<file path="config.mk">
export PLATFORM = sky130hd
export DESIGN_NAME = hs_pwm_ctrl
export DESIGN_NICKNAME = d
export VERILOG_FILES = /design/src/rtl/hsp_pkg.sv /design/src/rtl/hsp_sync.sv /design/src/rtl/hsp_clk_mon.sv /design/src/rtl/hsp_period_cnt.sv /design/src/rtl/hsp_chan.sv /design/src/rtl/hs_pwm_ctrl.sv
export SDC_FILE = /design/constraint.sdc
export NUM_CORES = 1
export LEC_CHECK = 0
export BUFFER_PORTS_ARGS = -buffer_cell sky130_fd_sc_hd__buf_2
export CORE_MARGIN = 10
export CORE_UTILIZATION = 53
export CTS_CLUSTER_SIZE = 10
export DETAILED_ROUTE_END_ITERATION = 10
export PLACE_DENSITY = 0.8
export SLEW_MARGIN = 20
export SYNTH_ARGS = -nofsm -noshare
export SYNTH_HDL_FRONTEND = slang
export SYNTH_SLANG_ARGS = --single-unit
</file>
<file path="constraint.sdc">
create_clock -name clk -period 3.25 [get_ports clk]
set_input_delay 0.4875 -clock clk [delete_from_list [all_inputs] [get_ports clk]]
set_output_delay 0.4875 -clock clk [all_outputs]
set_load 0.05 [all_outputs]
</file>
<file path="src/rtl/hsp_pkg.sv">
// Package: shared types for the PWM high-side controller.
// Assumes nothing beyond IEEE 1800-2017.
package hsp_pkg;

    // How a channel output is being driven in a given cycle
    typedef enum logic [1:0] {
        DRV_OFF      = 2'd0,
        DRV_DIRECT   = 2'd1,
        DRV_PWM      = 2'd2,
        DRV_FALLBACK = 2'd3
    } drv_mode_e;

endpackage

</file>
<file path="src/rtl/hsp_sync.sv">
// Module: multi-stage synchronizer for a bus of independent asynchronous bits.
// Assumes each bit is a slow level or a clock well below the system clock, so
// per-bit skew is harmless. Reset clears every stage.
module hsp_sync #(
    parameter int W      = 5,
    parameter int STAGES = 2
) (
    input  logic         clk,
    input  logic         rst_n,
    input  logic [W-1:0] d_i,
    output logic [W-1:0] q_o
);

    logic [W-1:0] stg_q [STAGES];

    generate
        for (genvar s = 0; s < STAGES; s++) begin : g_stage
            if (s == 0) begin : g_first
                // First stage: sample the raw asynchronous input
                always_ff @(posedge clk) begin
                    if (!rst_n) stg_q[0] <= '0;
                    else        stg_q[0] <= d_i;
                end
            end else begin : g_next
                // Later stages: pass the previous stage along
                always_ff @(posedge clk) begin
                    if (!rst_n) stg_q[s] <= '0;
                    else        stg_q[s] <= stg_q[s-1];
                end
            end
        end
    endgenerate

    assign q_o = stg_q[STAGES-1];

endmodule

</file>
<file path="src/rtl/hsp_clk_mon.sv">
// Module: external clock monitor. Counts edge strobes over a window of
// MON_WIN system clocks. At the end of each window it flags a failure when
// the count lies outside [min_i, max_i].
// Assumes edge_i is a one-cycle strobe per external edge. The count saturates.
// The flag resets to 1: no valid clock has been seen yet.
module hsp_clk_mon #(
    parameter int MON_WIN = 256,
    parameter int CNT_W   = 8
) (
    input  logic             clk,
    input  logic             rst_n,
    input  logic             edge_i,
    input  logic [CNT_W-1:0] min_i,
    input  logic [CNT_W-1:0] max_i,
    output logic             fail_o
);

    localparam int WIN_W = (MON_WIN > 1) ? $clog2(MON_WIN) : 1;

    logic [WIN_W-1:0] win_q;
    logic [CNT_W-1:0] edg_q;
    logic [CNT_W-1:0] edg_nxt;
    logic             win_end;

    assign win_end = (win_q == WIN_W'(MON_WIN - 1));
    assign edg_nxt = (edge_i && (edg_q != '1)) ? edg_q + 1'b1 : edg_q;

    // Window timer: counts system clocks and restarts at each window end
    always_ff @(posedge clk) begin
        if (!rst_n)       win_q <= '0;
        else if (win_end) win_q <= '0;
        else              win_q <= win_q + 1'b1;
    end

    // Edge counter: accumulates strobes and clears at each window end
    always_ff @(posedge clk) begin
        if (!rst_n)       edg_q <= '0;
        else if (win_end) edg_q <= '0;
        else              edg_q <= edg_nxt;
    end

    // Verdict: compare the final window count against the allowed band
    always_ff @(posedge clk) begin
        if (!rst_n)       fail_o <= 1'b1;
        else if (win_end) fail_o <= (edg_nxt < min_i) || (edg_nxt > max_i);
    end

endmodule

</file>
<file path="src/rtl/hsp_period_cnt.sv">
// Module: free-running PWM period counter. Advances once per tick and wraps
// after 2**CW ticks. wrap_o marks the tick that starts a new period.
// Assumes tick_i is a one-cycle strobe. clear_i holds the counter at zero.
module hsp_period_cnt #(
    parameter int CW = 7
) (
    input  logic          clk,
    input  logic          rst_n,
    input  logic          clear_i,
    input  logic          tick_i,
    output logic [CW-1:0] cnt_o,
    output logic          wrap_o
);

    logic [CW-1:0] cnt_q;

    // Period position: step on each tick, hold at zero while cleared
    always_ff @(posedge clk) begin
        if (!rst_n)       cnt_q <= '0;
        else if (clear_i) cnt_q <= '0;
        else if (tick_i)  cnt_q <= cnt_q + 1'b1;
    end

    assign cnt_o  = cnt_q;
    assign wrap_o = tick_i && !clear_i && (cnt_q == '1);

endmodule

</file>
<file path="src/rtl/hsp_chan.sv">
// Module: one output channel. Chooses among off, direct, PWM and fallback
// drive and registers the switch enable. Duty and delay codes are captured
// at a period boundary while modulating, and continuously otherwise.
// Assumes cnt_i and wrap_i come from the shared period counter and that the
// configuration inputs have already been forced to zero during sleep.
module hsp_chan
    import hsp_pkg::*;
#(
    parameter int CW        = 7,
    parameter int DLY_W     = 3,
    parameter int DLY_SHIFT = 4
) (
    input  logic             clk,
    input  logic             rst_n,
    input  logic             awake_i,
    input  logic             pwm_en_i,
    input  logic             fallback_i,
    input  logic             on_i,
    input  logic             dir_en_i,
    input  logic             pin_i,
    input  logic             wrap_i,
    input  logic [CW-1:0]    cnt_i,
    input  logic [CW-1:0]    duty_i,
    input  logic [DLY_W-1:0] dly_i,
    output logic             hs_o
);

    logic [CW-1:0]    duty_q;
    logic [DLY_W-1:0] dly_q;
    logic [CW-1:0]    offs;
    logic [CW-1:0]    phase;
    logic             pwm_act;
    logic             pwm_bit;
    logic             hs_nxt;
    drv_mode_e        mode;

    assign pwm_act = awake_i && pwm_en_i && on_i && !fallback_i;

    // Code capture: only at a period boundary while modulating, so no runt pulses
    always_ff @(posedge clk) begin
        if (!rst_n) begin
            duty_q <= '0;
            dly_q  <= '0;
        end else if (!pwm_act || wrap_i) begin
            duty_q <= duty_i;
            dly_q  <= dly_i;
        end
    end

    assign offs    = CW'({dly_q, {DLY_SHIFT{1'b0}}});
    assign phase   = cnt_i - offs;
    assign pwm_bit = (phase <= duty_q);

    // Drive mode selection: sleep, then clock fallback, then PWM, then direct
    always_comb begin
        if (!awake_i)        mode = DRV_OFF;
        else if (fallback_i) mode = DRV_FALLBACK;
        else if (pwm_en_i)   mode = DRV_PWM;
        else                 mode = DRV_DIRECT;
    end

    // Next output level for the chosen mode
    always_comb begin
        unique case (mode)
            DRV_OFF:      hs_nxt = 1'b0;
            DRV_FALLBACK: hs_nxt = on_i;
            DRV_PWM:      hs_nxt = on_i && pwm_bit;
            DRV_DIRECT:   hs_nxt = dir_en_i ? pin_i : on_i;
            default:      hs_nxt = 1'b0;
        endcase
    end

    // Output register: glitch-free switch enable
    always_ff @(posedge clk) begin
        if (!rst_n) hs_o <= 1'b0;
        else        hs_o <= hs_nxt;
    end

endmodule

</file>
<file path="src/rtl/hs_pwm_ctrl.sv">
// Module: four-channel PWM high-side output controller (top).
// Synchronizes the wake input and the channel pins and detects sleep. Gates
// the configuration, selects the PWM tick source, monitors the external clock,
// and runs one period counter shared by NCH channel instances.
// Assumes the configuration fields are static or change synchronously to clk,
// and that int_tick_i is a clean one-cycle strobe in the clk domain.
module hs_pwm_ctrl
    import hsp_pkg::*;
#(
    parameter int NCH         = 4,
    parameter int DUTY_W      = 7,
    parameter int DLY_W       = 3,
    parameter int DLY_SHIFT   = 4,
    parameter int SYNC_STAGES = 2,
    parameter int MON_WIN     = 256,
    parameter int MON_W       = 8
) (
    input  logic                    clk,
    input  logic                    rst_n,
    input  logic                    wake_i,
    input  logic [NCH-1:0]          dir_in_i,
    input  logic                    int_tick_i,
    input  logic                    pwm_en_i,
    input  logic                    clk_sel_i,
    input  logic [NCH-1:0]          on_i,
    input  logic [NCH-1:0]          dir_en_i,
    input  logic [NCH*DUTY_W-1:0]   duty_i,
    input  logic [NCH*DLY_W-1:0]    delay_i,
    input  logic [MON_W-1:0]        mon_min_i,
    input  logic [MON_W-1:0]        mon_max_i,
    output logic [NCH-1:0]          hs_o,
    output logic                    clk_fail_o,
    output logic                    sleep_o
);

    localparam int SYN_W = NCH + 1;

    logic [SYN_W-1:0]        syn_q;
    logic [NCH-1:0]          pin_s;
    logic                    wake_s;
    logic                    pin0_d;
    logic                    ext_rise;
    logic                    awake;
    logic                    tick;
    logic                    mon_fail;
    logic                    fallback;
    logic [DUTY_W-1:0]       cnt;
    logic                    wrap;
    logic                    cfg_pwm_en;
    logic                    cfg_sel;
    logic [NCH-1:0]          cfg_on;
    logic [NCH-1:0]          cfg_dir_en;
    logic [NCH*DUTY_W-1:0]   cfg_duty;
    logic [NCH*DLY_W-1:0]    cfg_dly;

    hsp_sync #(
        .W      (SYN_W),
        .STAGES (SYNC_STAGES)
    ) u_sync (
        .clk   (clk),
        .rst_n (rst_n),
        .d_i   ({wake_i, dir_in_i}),
        .q_o   (syn_q)
    );

    assign pin_s  = syn_q[NCH-1:0];
    assign wake_s = syn_q[NCH];

    // Edge history of the external clock pin
    always_ff @(posedge clk) begin
        if (!rst_n) pin0_d <= 1'b0;
        else        pin0_d <= pin_s[0];
    end

    assign ext_rise = pin_s[0] && !pin0_d;
    assign awake    = wake_s || (|pin_s);
    assign sleep_o  = !awake;

    // Sleep gating: every configuration field reads as zero while asleep
    always_comb begin
        cfg_pwm_en = awake ? pwm_en_i  : 1'b0;
        cfg_sel    = awake ? clk_sel_i : 1'b0;
        cfg_on     = awake ? on_i      : '0;
        cfg_dir_en = awake ? dir_en_i  : '0;
        cfg_duty   = awake ? duty_i    : '0;
        cfg_dly    = awake ? delay_i   : '0;
    end

    assign tick = cfg_sel ? int_tick_i : ext_rise;

    hsp_clk_mon #(
        .MON_WIN (MON_WIN),
        .CNT_W   (MON_W)
    ) u_mon (
        .clk    (clk),
        .rst_n  (rst_n),
        .edge_i (ext_rise),
        .min_i  (mon_min_i),
        .max_i  (mon_max_i),
        .fail_o (mon_fail)
    );

    assign clk_fail_o = mon_fail;
    assign fallback   = cfg_pwm_en && !cfg_sel && mon_fail;

    hsp_period_cnt #(
        .CW (DUTY_W)
    ) u_cnt (
        .clk     (clk),
        .rst_n   (rst_n),
        .clear_i (!awake),
        .tick_i  (tick),
        .cnt_o   (cnt),
        .wrap_o  (wrap)
    );

    generate
        for (genvar k = 0; k < NCH; k++) begin : g_ch
            hsp_chan #(
                .CW        (DUTY_W),
                .DLY_W     (DLY_W),
                .DLY_SHIFT (DLY_SHIFT)
            ) u_ch (
                .clk        (clk),
                .rst_n      (rst_n),
                .awake_i    (awake),
                .pwm_en_i   (cfg_pwm_en),
                .fallback_i (fallback),
                .on_i       (cfg_on[k]),
                .dir_en_i   (cfg_dir_en[k]),
                .pin_i      (pin_s[k]),
                .wrap_i     (wrap),
                .cnt_i      (cnt),
                .duty_i     (cfg_duty[k*DUTY_W +: DUTY_W]),
                .dly_i      (cfg_dly[k*DLY_W +: DLY_W]),
                .hs_o       (hs_o[k])
            );
        end
    endgenerate

endmodule

</file>
==> impl_metrics.env <==
export IMPL_ys_seq_area_frac=0.328
export IMPL_synth_avg_cell_area_um2=9.21
export IMPL_final_hold_viol_count=0
export IMPL_ys_warn_count=0
export IMPL_pre_cts_ws_ps=612
export IMPL_rsz0062_at_grt="false"
export IMPL_min_from="dir_in_i[1]"
export IMPL_cts_tree="yes"
export IMPL_grt_usage=0.167
export IMPL_hold_path_class="input pin to register"
export IMPL_grt_max_degree=33
export IMPL_area_growth_pct=13.4
export IMPL_drt_initial_drc_count=140
export IMPL_cp_cell_sequence="or4_1 -> or2_2 -> clkinv_8 -> buf_2"
export IMPL_core_area_um2=8760
export IMPL_clock_latency_ps=350
export IMPL_worst_path_max_fanout=27
export IMPL_worstMarginPinSlew_ps=668
export IMPL_max_cap_viol_count=0
export IMPL_cp_required_ps=2760
export IMPL_synth_area_leaders="dfxtp_1 33%, ha_1 13%, a21boi_1 5.9%, nand3b_1 4.7%, inv_1 4.3%"
export IMPL_synth_edff_count=0
export IMPL_synthFlopType="dfxtp_1"
export IMPL_grt_met3_usage=0.0531
export IMPL_arrival_ps=2220
export IMPL_reg2reg_setup_slack_ps=550
export IMPL_synth_nets=651
export IMPL_vias_per_cell=5.47
export IMPL_slowest_stage="or2_2"
export IMPL_p_leak_nw=2.42
export IMPL_cts_inserted_buffers=9
export IMPL_crit_type="register to output pin"
export IMPL_skew_ps=13.3
export IMPL_globalRouteOverflowTotal=0
export IMPL_drc=0
export IMPL_drtAntennaViolNets=0
export IMPL_drtPass1Iterations=4
export IMPL_outcome="complete, no violations"
export IMPL_layoutNonFillerInstCount=704
export IMPL_vias=3854
export IMPL_cts_max_level=3
export IMPL_io_pins=80
export IMPL_grt_util_met1=0.194
export IMPL_ctsHoldBuffers=0
export IMPL_antenna_found_initial=0
export IMPL_clk_pin_slew_worst_paths_ps=70
export IMPL_peakVddDrop_mv=0.277
export IMPL_grt_pass1_vias=4050
export IMPL_rr_worst_depth=10
export IMPL_rows=34
export IMPL_r2r_start="u_mon.edg_q[0]$_SDFF_PP0_"
export IMPL_power_density_nw_per_um2=421
export IMPL_synth_most_common_cell="dfxtp_1"
export IMPL_fin_ws_ps=539
export IMPL_clockBufferDepth=2
export IMPL_wl_mm=10.8
export IMPL_grt_pass1_wl_mm=18.5
export IMPL_die_area_um2=13300
export IMPL_r2r_end="u_mon.fail_o$_SDFFE_PN1P_"
export IMPL_start_util=0.550
export IMPL_fp_dieW_um=115
export IMPL_hpwlAfterDp_mm=8.41
export IMPL_slew_headroom=0.555
export IMPL_setup_tns_final_ps=0
export IMPL_routedWlPerCell_um=15.3
export IMPL_gp_congestion=0.880
export IMPL_port_buffers=79
export IMPL_syn_inst=523
export IMPL_startpoint_type="register"
export IMPL_diodes=0
export IMPL_root_buffer="clkbuf_8"
export IMPL_worstSetupEndpointType="output pin"
export IMPL_max_freq_mhz=369
export IMPL_cts_setup_buffers=0
export IMPL_cpPeakStageDelay_ps=560
export IMPL_period_needed_ps=2710
export IMPL_setup_viol=0
export IMPL_final_nets=720
export IMPL_synth_area_um2=4820
export IMPL_synth_top_area_frac=0.328
export IMPL_synth_cell_types=50
export IMPL_grtUsageMet2=0.288
export IMPL_netlist_top_cells_count="79 x dfxtp_1, 55 x inv_1, 51 x nand2_1"
export IMPL_hold_path_depth=2
export IMPL_clkSinkCount=79
export IMPL_finalCritPeriodShare=0.834
export IMPL_yosys_area_top_type="dfxtp_1"
export IMPL_ys_ff_latch=79
export IMPL_grt_busiest_layer="met2"
export IMPL_fp_dieH_um=115
export IMPL_dp_cells=689
export IMPL_drive_gt1_frac=0.201
export IMPL_cts_resized=0
export IMPL_async_flop_share=0
export IMPL_min_to="u_sync.stg_q[0][1]$_SDFF_PN0_"
export IMPL_slew_viol_final=0
[worst max-delay path: cells and delay by family (launching register included)]
kind          cells  cell delay (ps)
buf+inv           2              420
simple gates      2             1110
flops             1              340
[sequential cells by signal, summed over array words and instances, names as in the netlist]
| name | cells |
|---|---|
| g_ch.u_ch.dly_q | 12 |
| u_sync.stg_q | 10 |
| u_cnt.cnt_o | 7 |
| u_mon.fail_o | 1 |
| u_mon.edg_q | 8 |
| pin0_d | 1 |
| u_mon.win_q | 8 |
| g_ch.u_ch.duty_q | 28 |
| g_ch.u_ch.hs_o | 4 |
[placed cells by master (no fill, tap or decap), types with 3 or more instances in the layout]
cell type  count
nor4b_2        4
nand4_1        8
nand3_1        6
buf_4          6
ha_1          50
clkbuf_8       9
nand2_1       51
a21oi_1       12
a41oi_1        3
a31oi_1        3
inv_1         55
xor2_1        10
dfxtp_1       79
a211oi_1       3
bufinv_16      3
and4_1         6
o21ai_0       10
mux2i_1        4
nor2_1        18
and2_1        14
buf_2         79
o21a_1         6
o211ai_1       7
nand2b_1      10
a311oi_1       4
a21boi_1      38
nand3b_4      10
nor2b_1       12
fa_1           4
nand3b_1      30
xnor2_1       13
[cell families (layout without fill, tap and decap cells)]
logic type,Yosys count,in the layout,share of synthesized area
xor+xnor,23,23,0.0418
mux,5,5,0.0107
flops,79,79,0.328
buf+inv,83,156,0.0787
simple gates,179,179,0.243
compound gates,100,100,0.150
fa+ha+maj,54,54,0.147
[cell type report]
cell class                      count  area (um2)
Inverter                           56         223
Sequential cell                    79        1580
Fill cell                         757        3300
Clock buffer                       11         131
Timing Repair Buffer               85         440
Clock inverter                      4        95.1
Multi-Input combinational cell    361        2860
Tap cell                          108         135
[worst max path at each step]
stage                                           end                           from  cells after the start  slack, ps
after floorplan           u_mon.fail_o$_SDFFE_PN1P_      u_mon.edg_q[3]$_SDFF_PP0_                     11        810
after global placement    u_mon.fail_o$_SDFFE_PN1P_      u_mon.edg_q[3]$_SDFF_PP0_                     10        740
after detailed placement  u_mon.fail_o$_SDFFE_PN1P_      u_mon.edg_q[3]$_SDFF_PP0_                     10        610
after CTS                                   sleep_o  u_sync.stg_q[1][0]$_SDFF_PN0_                      4        520
after global routing      u_mon.fail_o$_SDFFE_PN1P_      u_mon.edg_q[3]$_SDFF_PP0_                     10        220
final                                       sleep_o  u_sync.stg_q[1][0]$_SDFF_PN0_                      4        540
[through the flow]
stage | hold slack, ps | area [um2] | utilization | power, W
4_1_cts | 346 | 5460 | 0.623 | 0.00232
6_report | 356 | 5460 | 0.623 | 0.00230
2_1_floorplan | 412 | 4820 | - | 0.00136
3_3_place_gp | 422 | 5240 | 0.597 | 0.00145
3_5_place_dp | 427 | 5240 | 0.597 | 0.00147
5_1_grt | 344 | 5460 | 0.623 | 0.00241
[layer usage]
layer  wire [um]  vias up
met2        5300       95
met3         795       19
met5           0        -
li1            -     1926
met4         177        0
met1        4490     1814
[power by group]
part           internal [W]  total, W  switching, W
registers           0.00101   0.00104     0.0000251
clock network      0.000506  0.000852      0.000346
logic              0.000193  0.000412      0.000219
total               0.00171   0.00230      0.000590
Power figures use the tool's default switching activity.
